--- src/rtl/temp_alarm_pkg.sv ---
package temp_alarm_pkg;

   // Index of each limit inside the limit bank
   typedef enum logic [0:0] {
      LIM_HI = 1'b0,
      LIM_LO = 1'b1
   } lim_sel_e;

   localparam int NUM_LIMITS = 2;

endpackage

--- src/rtl/tac_limit_bank.sv ---
module tac_limit_bank #(
   parameter int            LIM_W  = 8,
   parameter logic [LIM_W-1:0] HI_RST = 8'h7F,
   parameter logic [LIM_W-1:0] LO_RST = 8'h80
) (
   input  logic                                              clk,
   input  logic                                              rst_n,
   input  logic [temp_alarm_pkg::NUM_LIMITS-1:0]             wr_en,
   input  logic [LIM_W-1:0]                                  wr_data,
   output logic [temp_alarm_pkg::NUM_LIMITS-1:0][LIM_W-1:0]  lim_q
);
   import temp_alarm_pkg::*;

   for (genvar g = 0; g < NUM_LIMITS; g++) begin : g_lim
      localparam logic [LIM_W-1:0] RST_VAL = (g == int'(LIM_HI)) ? HI_RST : LO_RST;

      always_ff @(posedge clk or negedge rst_n) begin
         if (!rst_n) begin
            lim_q[g] <= RST_VAL;
         end else if (wr_en[g]) begin
            lim_q[g] <= wr_data;
         end
      end
   end

endmodule

--- src/rtl/tac_int_field.sv ---
module tac_int_field #(
   parameter int TEMP_W = 16,
   parameter int FRAC_W = 4,
   parameter int LIM_W  = 8
) (
   input  logic [TEMP_W-1:0] temp_word,
   output logic [LIM_W-1:0]  int_part
);
   localparam int INT_LSB = FRAC_W;
   localparam int INT_MSB = FRAC_W + LIM_W - 1;
   localparam int EXT_W   = TEMP_W - INT_MSB - 1;

   if (INT_MSB >= TEMP_W) begin : g_bad
      $error("tac_int_field: FRAC_W + LIM_W exceeds TEMP_W");
   end

   assign int_part = temp_word[INT_MSB:INT_LSB];

   // Fraction and sign-extension bits take no part in the comparison
   if (FRAC_W > 0 && EXT_W > 0) begin : g_both
      logic unused_bits;
      assign unused_bits = &{1'b0, temp_word[TEMP_W-1:INT_MSB+1], temp_word[INT_LSB-1:0]};
   end else if (FRAC_W > 0) begin : g_frac
      logic unused_bits;
      assign unused_bits = &{1'b0, temp_word[INT_LSB-1:0]};
   end else if (EXT_W > 0) begin : g_ext
      logic unused_bits;
      assign unused_bits = &{1'b0, temp_word[TEMP_W-1:INT_MSB+1]};
   end

endmodule

--- src/rtl/tac_window_cmp.sv ---
module tac_window_cmp #(
   parameter int LIM_W = 8
) (
   input  logic [LIM_W-1:0] value,
   input  logic [LIM_W-1:0] hi_lim,
   input  logic [LIM_W-1:0] lo_lim,
   output logic             above,
   output logic             below,
   output logic             outside
);
   if (LIM_W < 2) begin : g_bad
      $error("tac_window_cmp: LIM_W must be at least 2");
   end

   always_comb begin
      above   = $signed(value) > $signed(hi_lim);
      below   = $signed(value) < $signed(lo_lim);
      outside = above | below;
   end

endmodule

--- src/rtl/temp_alarm_cmp.sv ---
module temp_alarm_cmp #(
   parameter int               TEMP_W = 16,
   parameter int               FRAC_W = 4,
   parameter int               LIM_W  = 8,
   parameter logic [LIM_W-1:0] HI_RST = 8'h7F,
   parameter logic [LIM_W-1:0] LO_RST = 8'h80
) (
   input  logic              clk,
   input  logic              rst_n,
   input  logic              conv_done,
   input  logic [TEMP_W-1:0] temp_word,
   input  logic              hi_wr,
   input  logic              lo_wr,
   input  logic [LIM_W-1:0]  lim_data,
   output logic              alarm,
   output logic              search_respond
);
   import temp_alarm_pkg::*;

   logic [NUM_LIMITS-1:0]            lim_wr;
   logic [NUM_LIMITS-1:0][LIM_W-1:0] lim_q;
   logic [LIM_W-1:0]                 hi_lim;
   logic [LIM_W-1:0]                 lo_lim;
   logic [LIM_W-1:0]                 int_part;
   logic                             above;
   logic                             below;
   logic                             outside;
   logic                             flag_q;

   always_comb begin
      lim_wr         = '0;
      lim_wr[LIM_HI] = hi_wr;
      lim_wr[LIM_LO] = lo_wr;
   end

   tac_limit_bank #(
      .LIM_W  (LIM_W),
      .HI_RST (HI_RST),
      .LO_RST (LO_RST)
   ) u_limits (
      .clk     (clk),
      .rst_n   (rst_n),
      .wr_en   (lim_wr),
      .wr_data (lim_data),
      .lim_q   (lim_q)
   );

   assign hi_lim = lim_q[LIM_HI];
   assign lo_lim = lim_q[LIM_LO];

   tac_int_field #(
      .TEMP_W (TEMP_W),
      .FRAC_W (FRAC_W),
      .LIM_W  (LIM_W)
   ) u_field (
      .temp_word (temp_word),
      .int_part  (int_part)
   );

   tac_window_cmp #(
      .LIM_W (LIM_W)
   ) u_cmp (
      .value   (int_part),
      .hi_lim  (hi_lim),
      .lo_lim  (lo_lim),
      .above   (above),
      .below   (below),
      .outside (outside)
   );

   // Flag rebuilt on every reading; limits used are those held before this edge
   always_ff @(posedge clk or negedge rst_n) begin
      if (!rst_n) begin
         flag_q <= 1'b0;
      end else if (conv_done) begin
         flag_q <= outside;
      end
   end

   assign alarm          = flag_q;
   assign search_respond = flag_q;

endmodule

--- config.mk ---
export PLATFORM = sky130hd
export DESIGN_NAME = temp_alarm_cmp
export DESIGN_NICKNAME = d
export VERILOG_FILES = /design/src/rtl/temp_alarm_pkg.sv /design/src/rtl/tac_limit_bank.sv /design/src/rtl/tac_int_field.sv /design/src/rtl/tac_window_cmp.sv /design/src/rtl/temp_alarm_cmp.sv
export SDC_FILE = /design/constraint.sdc
export NUM_CORES = 1
export LEC_CHECK = 0
export ABC_CLOCK_PERIOD_IN_PS = 1500
export CORE_MARGIN = 2
export CORE_UTILIZATION = 41
export DETAILED_ROUTE_END_ITERATION = 7
export PLACE_DENSITY = 0.85
export SLEW_MARGIN = 20
export SYNTH_ARGS = -nofsm -noshare
export SYNTH_HDL_FRONTEND = slang
export SYNTH_SLANG_ARGS = --single-unit
--- constraint.sdc ---
create_clock -name clk -period 1.5 [get_ports clk]
set_input_delay 0.15 -clock clk [delete_from_list [all_inputs] [get_ports clk]]
set_output_delay 0.15 -clock clk [all_outputs]
set_load 0.02 [all_outputs]
==> metrics.cfg, run 1 <==
[critical_path]
crit_chain = inv_2, ha_4, nor2b_4, o211ai_2, a21oi_2, a2111oi_4, o211ai_1
worstSetupPathType = reg -> reg
endpoint_kind = register
crit_required_ns = 1.67
r2r-start = u_limits.lim_q[1]$_DFFE_PN1P_
worstPathArrival_ns = 1.75
setup.worst_path.start = u_limits.lim_q[1]$_DFFE_PN1P_
critPathLaunchType = register
max_stage_delay_ns = 0.54
cpMaxStageDelayCell = dfstp_2
crit_fanout = 2
r2r_end = alarm$_DFFE_PN0P_
endpoint = alarm$_DFFE_PN0P_
reg2reg_slack_ns = -0.08
rr_worst_depth = 7

[synthesis]
yosys.area_share.xor_xnor = 0
ys_ff_latch = 17
synth_common_cells = inv_1 (18), o21ai_0 (17), nand2_1 (16), ha_1 (15), dfrtp_1 (9)
syn_avg_cell_area_um2 = 9.889
yosysUniqueCellTypes = 22
syn_inst = 104
yosysTopAreaCellShare = 0.2190
synth_mux_area_frac = 0.02190
yosys.area_share.adder = 0.1825
synth_top_family_by_area = compound AO/OA/AOI/OAI gates
yosysTopAreaCell = dfrtp_1
yosysWarnings = 0
yosysMostFrequentCell = inv_1
synth-edff-count = 0
syn_nets = 148
synthSimpleGateAreaFrac = 0.09611
synth_compound_area_frac = 0.1959
netlist_area_um2 = 1028
ys_top_cells_by_area = dfrtp_1 (22%), dfstp_2 (20%), ha_1 (18%)
synth_ff_type = dfrtp_1
synthArstFlopShare = 1.000
yosysSeqAreaShare = 0.4234

[routing]
drt-pass1-iter-count = 4
routed_wl_mm = 2.230
post_drt_wl_per_cell_um = 13.77
vias = 813
drt_iter0_drc = 18
drc = 0
ant_nets = 0
viasPerCell = 5.019

[sta]
whs_ns = 0.1724
slew_viol_final = 0
skew_ns = 0.006944
slew_headroom = 0.8396
fmax_ghz = 0.6326
setup_ws_ns = -0.08083
hold_violations = 0
finalCriticalPeriod_ns = 1.581
setup_tns_ns = -0.08083
finalSetupViolations = 1
rsz0062_at_grt = yes
fin_crit_sh = 1.054
worstMarginPinSlew_ns = 0.2406

[global_route]
grt_antenna_before_repair = 0
top_usage_layer = met2
use_met1 = 0.1962
grt_util_met2 = 0.3354
grt_max_degree = 18
overflow = 0
track_usage = 0.1772
grt_pass1_vias = 843
grt_pass1_wl_mm = 3.581
use_met3 = 0.03056

[clocking]
htree_levels = 1
clock-sinks = 17
cts_made_buffers = 3
hold_buffers = 0
cts_tree = yes
clock_latency_ns = 0.29
path_clk_slew_ns = 0.11
clock_tree.root_cell = clkbuf_4
clk_path_buf_depth = 2

[floorplanning]
die_h_um = 54.09
die_w_um = 54.09
start_util = 0.4228
die-area_um2 = 2925
rows = 18
num_io_pins = 31
core_area_um2 = 2432

[run_status]
failed_checks = negative setup slack
status = finished, violations left

[pwr]
ir_worst_vdd_mv = 0.7518
powerDensity_nw_per_um2 = 813.4
power.total_mw = 1.115
p_leak_nw = 0.6211

[layout]
final_cell_area_um2 = 1371
drive_gt1_frac = 0.2273
diodes = 0
nNetsFinal = 177
syn_to_final_growth_pct = 33.33

[placement]
pre_cts_ws_ns = -0.2569
dpl-instance-area_um2 = 1334
port_buffers = 22
routabilityCongestion = 0.7832
place_hpwl_mm = 1.788

[flow_run]
cap_violations = 0

[hold_path]
hold_path_class = in -> async

state kept, by name, indices dropped and copies added (netlist names):
signal,cells
u_limits.lim_q,16
alarm,1
worst min-delay path by stage:
| stage | end | slack (ns) | cells past startpoint | from |
|---|---|---|---|---|
| after floorplan | alarm$_DFFE_PN0P_ | -0.15 | 0 | rst_n |
| after global placement | u_limits.lim_q[13]$_DFFE_PN0P_ | 0.49 | 2 | rst_n |
| after detailed placement | u_limits.lim_q[13]$_DFFE_PN0P_ | 0.50 | 2 | rst_n |
| after CTS | u_limits.lim_q[13]$_DFFE_PN0P_ | 0.17 | 2 | rst_n |
| after global routing | u_limits.lim_q[10]$_DFFE_PN0P_ | 0.18 | 2 | rst_n |
| final | u_limits.lim_q[10]$_DFFE_PN0P_ | 0.17 | 2 | rst_n |
critical path, delay by kind of cell (launching register included):
kind                     cells  cell delay [ns]
AO/OA/AOI/OAI                4             0.55
adder cells (fa/ha/maj)      1             0.23
buffers and inverters        1             0.05
flip-flops                   1             0.54
AND/OR/NAND/NOR              1             0.12
where the power goes:
part	switching (mW)	leakage [nW]	internal, mW
combinational	0.165	0.412	0.173
sequential	0.0165	0.191	0.516
clock	0.147	0.0177	0.0990
total	0.328	0.621	0.787
layout by cell type, fill, tap and decap left out:
| cell type | n |
|---|---|
| a2111oi_4 | 1 |
| a211o_1 | 1 |
| a21o_4 | 1 |
| a21oi_2 | 2 |
| a221oi_2 | 1 |
| a31oi_1 | 1 |
| and3_1 | 1 |
| buf_4 | 5 |
| clkbuf_4 | 3 |
| clkdlybuf4s50_1 | 22 |
| clkinv_2 | 1 |
| dfrtp_1 | 9 |
| dfstp_2 | 8 |
| ha_1 | 13 |
| ha_4 | 2 |
| inv_1 | 16 |
| inv_2 | 2 |
| mux2_2 | 2 |
| nand2_1 | 16 |
| nand4_1 | 3 |
| nor2b_4 | 1 |
| o211ai_1 | 2 |
| o211ai_2 | 1 |
| o21ai_0 | 16 |
| o21ai_1 | 1 |
| o221ai_1 | 1 |
routing by layer:
layer,vias up,routed length [um]
li1,411,-
met1,382,970
met2,20,1137
met3,0,123
met4,0,0
met5,-,0
through the flow:
stage	cells	util
2_1_floorplan	104	-
3_3_place_gp	158	0.5484
3_5_place_dp	158	0.5484
4_1_cts	162	0.5638
5_1_grt	162	0.5638
6_report	162	0.5638
repair_timing:
action                                  4_1_cts  5_1_grt
buffers inserted                              0        0
endpoints found under the setup margin        1        1
hold endpoints to repair                      0        0
gates resized for setup                       3        1
pin swaps                                     3        0
layout make-up:
cell class | count | area (um2)
well taps | 30 | 37.54
flip-flops and latches | 17 | 435.4
repair buffers | 27 | 257.7
inverters | 18 | 67.56
clock buffers | 3 | 22.52
multi-input cells | 66 | 545.5
fillers | 236 | 1061
clock inverters | 1 | 5.005
cells by family (layout without fill, tap and decap cells):
family,count (synthesis),in the layout
AND/OR/NAND/NOR,21,21
adder cells (fa/ha/maj),15,15
AO/OA/AOI/OAI,28,28
buffers and inverters,21,49
multiplexers,2,2
flip-flops,17,17
(Power assumes the default switching activity.)
==> run 2, diff against run 1 <==
--- a/config.mk
+++ b/config.mk
@@ -5,11 +5,11 @@
 export SDC_FILE = /design/constraint.sdc
 export NUM_CORES = 1
 export LEC_CHECK = 0
-export ABC_CLOCK_PERIOD_IN_PS = 1500
+export ABC_CLOCK_PERIOD_IN_PS = 1900
 export CORE_MARGIN = 2
-export CORE_UTILIZATION = 41
+export CORE_UTILIZATION = 49
 export DETAILED_ROUTE_END_ITERATION = 7
-export PLACE_DENSITY = 0.85
+export PLACE_DENSITY = 0.89
 export SLEW_MARGIN = 20
 export SYNTH_ARGS = -nofsm -noshare
 export SYNTH_HDL_FRONTEND = slang
==> constraint.sdc (replaced) <==
create_clock -name clk -period 1.9 [get_ports clk]
set_input_delay 0.19 -clock clk [delete_from_list [all_inputs] [get_ports clk]]
set_output_delay 0.19 -clock clk [all_outputs]
set_load 0.02 [all_outputs]
==> run 2 against run 1 <==
Effect of this change: the flow now finishes without violations; largest power group unchanged; cell count is 3.1% lower; non-clock buffer count shrank 2; design area down 3.9%; global-route usage rose by 1.3 points; register-to-register slack gained 0.26 ns; maximum frequency down 8.2%; routed wire length fell by 11%.
==> metrics.cfg, run 2 (synthesis results as in run 1) <==
[routing]
drc = 0
drt_iter0_drc = 12
viasPerCell = 5.191
ant_nets = 0
routed_wl_mm = 1.994
post_drt_wl_per_cell_um = 12.70
drt-pass1-iter-count = 4
vias = 815

[layout]
finalCoreUtilization = 0.6716
fillers = 168
final_cell_area_um2 = 1318
final_common_cell = clkdlybuf4s50_1
largest_reg_flops = 16
regMostFlops = u_limits.lim_q
seq_area_um2 = 435.4
nNetsFinal = 175
syn_to_final_growth_pct = 28.10
diodes = 0
instances_no_fill = 157
final_cell_mix = clkdlybuf4s50_1 (22), inv_1 (18), o21ai_0 (17)
multi_input_area_um2 = 510.5
drive_gt1_frac = 0.1692

[critical_path]
worstSetupPathType = reg -> reg
max_stage_delay_ns = 0.52
crit_chain = inv_1, ha_1, nor2b_4, o211ai_2, a21oi_2, a2111oi_4, o211ai_1
crit_fanout = 2
worstPathArrival_ns = 1.89
endpoint_kind = register
rr_worst_depth = 7
crit_required_ns = 2.07
cpMaxStageDelayCell = dfstp_2
critPathLaunchType = register

[sta]
rsz0062_at_grt = no
fmax_ghz = 0.5805
finalSetupViolations = 0
fin_crit_sh = 0.9067
skew_ns = 0.009697
setup_tns_ns = 0
slew_headroom = 0.8349
worstMarginPinSlew_ns = 0.2476
whs_ns = 0.2048
finalCriticalPeriod_ns = 1.723
slew_viol_final = 0
hold_violations = 0

[global_route]
grt_antenna_before_repair = 0
track_usage = 0.1904
grt_pass1_vias = 854
grt_pass1_wl_mm = 3.615
grt_max_degree = 18
overflow = 0

[clocking]
clock_latency_ns = 0.30
cts_resized = 0
cts_made_buffers = 3
clk_path_buf_depth = 2
clock-sinks = 17
post_cts_buffers = 0
hold_buffers = 0
clock_tree.root_cell = clkbuf_4
cts_tree = yes
path_clk_slew_ns = 0.10
htree_levels = 1

[pwr]
powerDensity_nw_per_um2 = 650.3
ir_worst_vdd_mv = 0.4369
p_leak_nw = 0.6090

[placement]
routabilityCongestion = 0.8744
place_hpwl_mm = 1.630
port_buffers = 22
dpl-instance-area_um2 = 1290
dp_cells = 153

[floorplanning]
start_util = 0.5242
core_area_um2 = 1962
die_h_um = 49.82
num_io_pins = 31
die_w_um = 49.82
die-area_um2 = 2482
rows = 16

[flow_run]
cap_violations = 0

[hold_path]
hold_path_class = in -> async

[run_status]
status = finished clean

==> run 2: changes by cell type in the layout (fill, tap and decap cells not counted), moves of 2 or more <==
cell / previous run / this run
ha_4: 2 / 0
inv_1: 16 / 18
inv_2: 2 / 0
ha_1: 13 / 15
buf_4: 5 / 3
==> run 2: path summary, 6_finish.rpt <==
kind,endpoint,slack [ns],startpoint
worst min-delay path,u_limits.lim_q[14]$_DFFE_PN0P_,0.20,rst_n
worst min register to register,u_limits.lim_q[15]$_DFFE_PN1P_,0.51,u_limits.lim_q[15]$_DFFE_PN1P_
max in group asynchronous,u_limits.lim_q[1]$_DFFE_PN1P_,1.43,rst_n
worst max-delay path,alarm$_DFFE_PN0P_,0.18,u_limits.lim_q[1]$_DFFE_PN1P_
min in group clk,u_limits.lim_q[3]$_DFFE_PN1P_,0.43,lim_data[3]
worst max register to register,alarm$_DFFE_PN0P_,0.18,u_limits.lim_q[1]$_DFFE_PN1P_
==> run 2: routing by layer <==
layer  vias to the layer above  wire length, um  share of wire  GRT usage
met2                        23             1005           0.50     0.3244
met3                         5              116          0.058    0.04242
met1                       380              832           0.42     0.2340
met5                         -                0              0          0
met4                         0               39          0.020    0.06944
li1                        407                -              -          -
==> run 2: final cells by class <==
class | count | share of cell area
clock inverter | 1 | 0.003799
multi-input combinational | 66 | 0.3875
tap | 27 | 0.02564
timing repair buffer | 25 | 0.1842
clock buffer | 3 | 0.01709
inverter | 18 | 0.05128
sequential | 17 | 0.3305
==> run 2: power breakdown <==
group | internal (mW) | switching [mW] | leakage (nW)
registers | 0.407 | 0.0122 | 0.191
clock network | 0.0785 | 0.117 | 0.0177
logic | 0.124 | 0.118 | 0.400
==> run 2: per-stage QoR <==
| step | setup WS [ns] | power [mW] |
|---|---|---|
| floorplan | 0.2715 | 0.5665 |
| global placement | 0.08788 | 0.6576 |
| detailed placement | 0.04932 | 0.6695 |
| CTS | 0.1571 | 0.8675 |
| global route | 0.03982 | 0.9147 |
| finish | 0.1773 | 0.8567 |
==> run 2: worst max-delay path: cells and delay by family, from the launching register on <==
kind,cells,cell delay [ns]
simple gates,1,0.13
buf+inv,1,0.05
fa+ha+maj,1,0.29
flops,1,0.52
compound gates,4,0.61
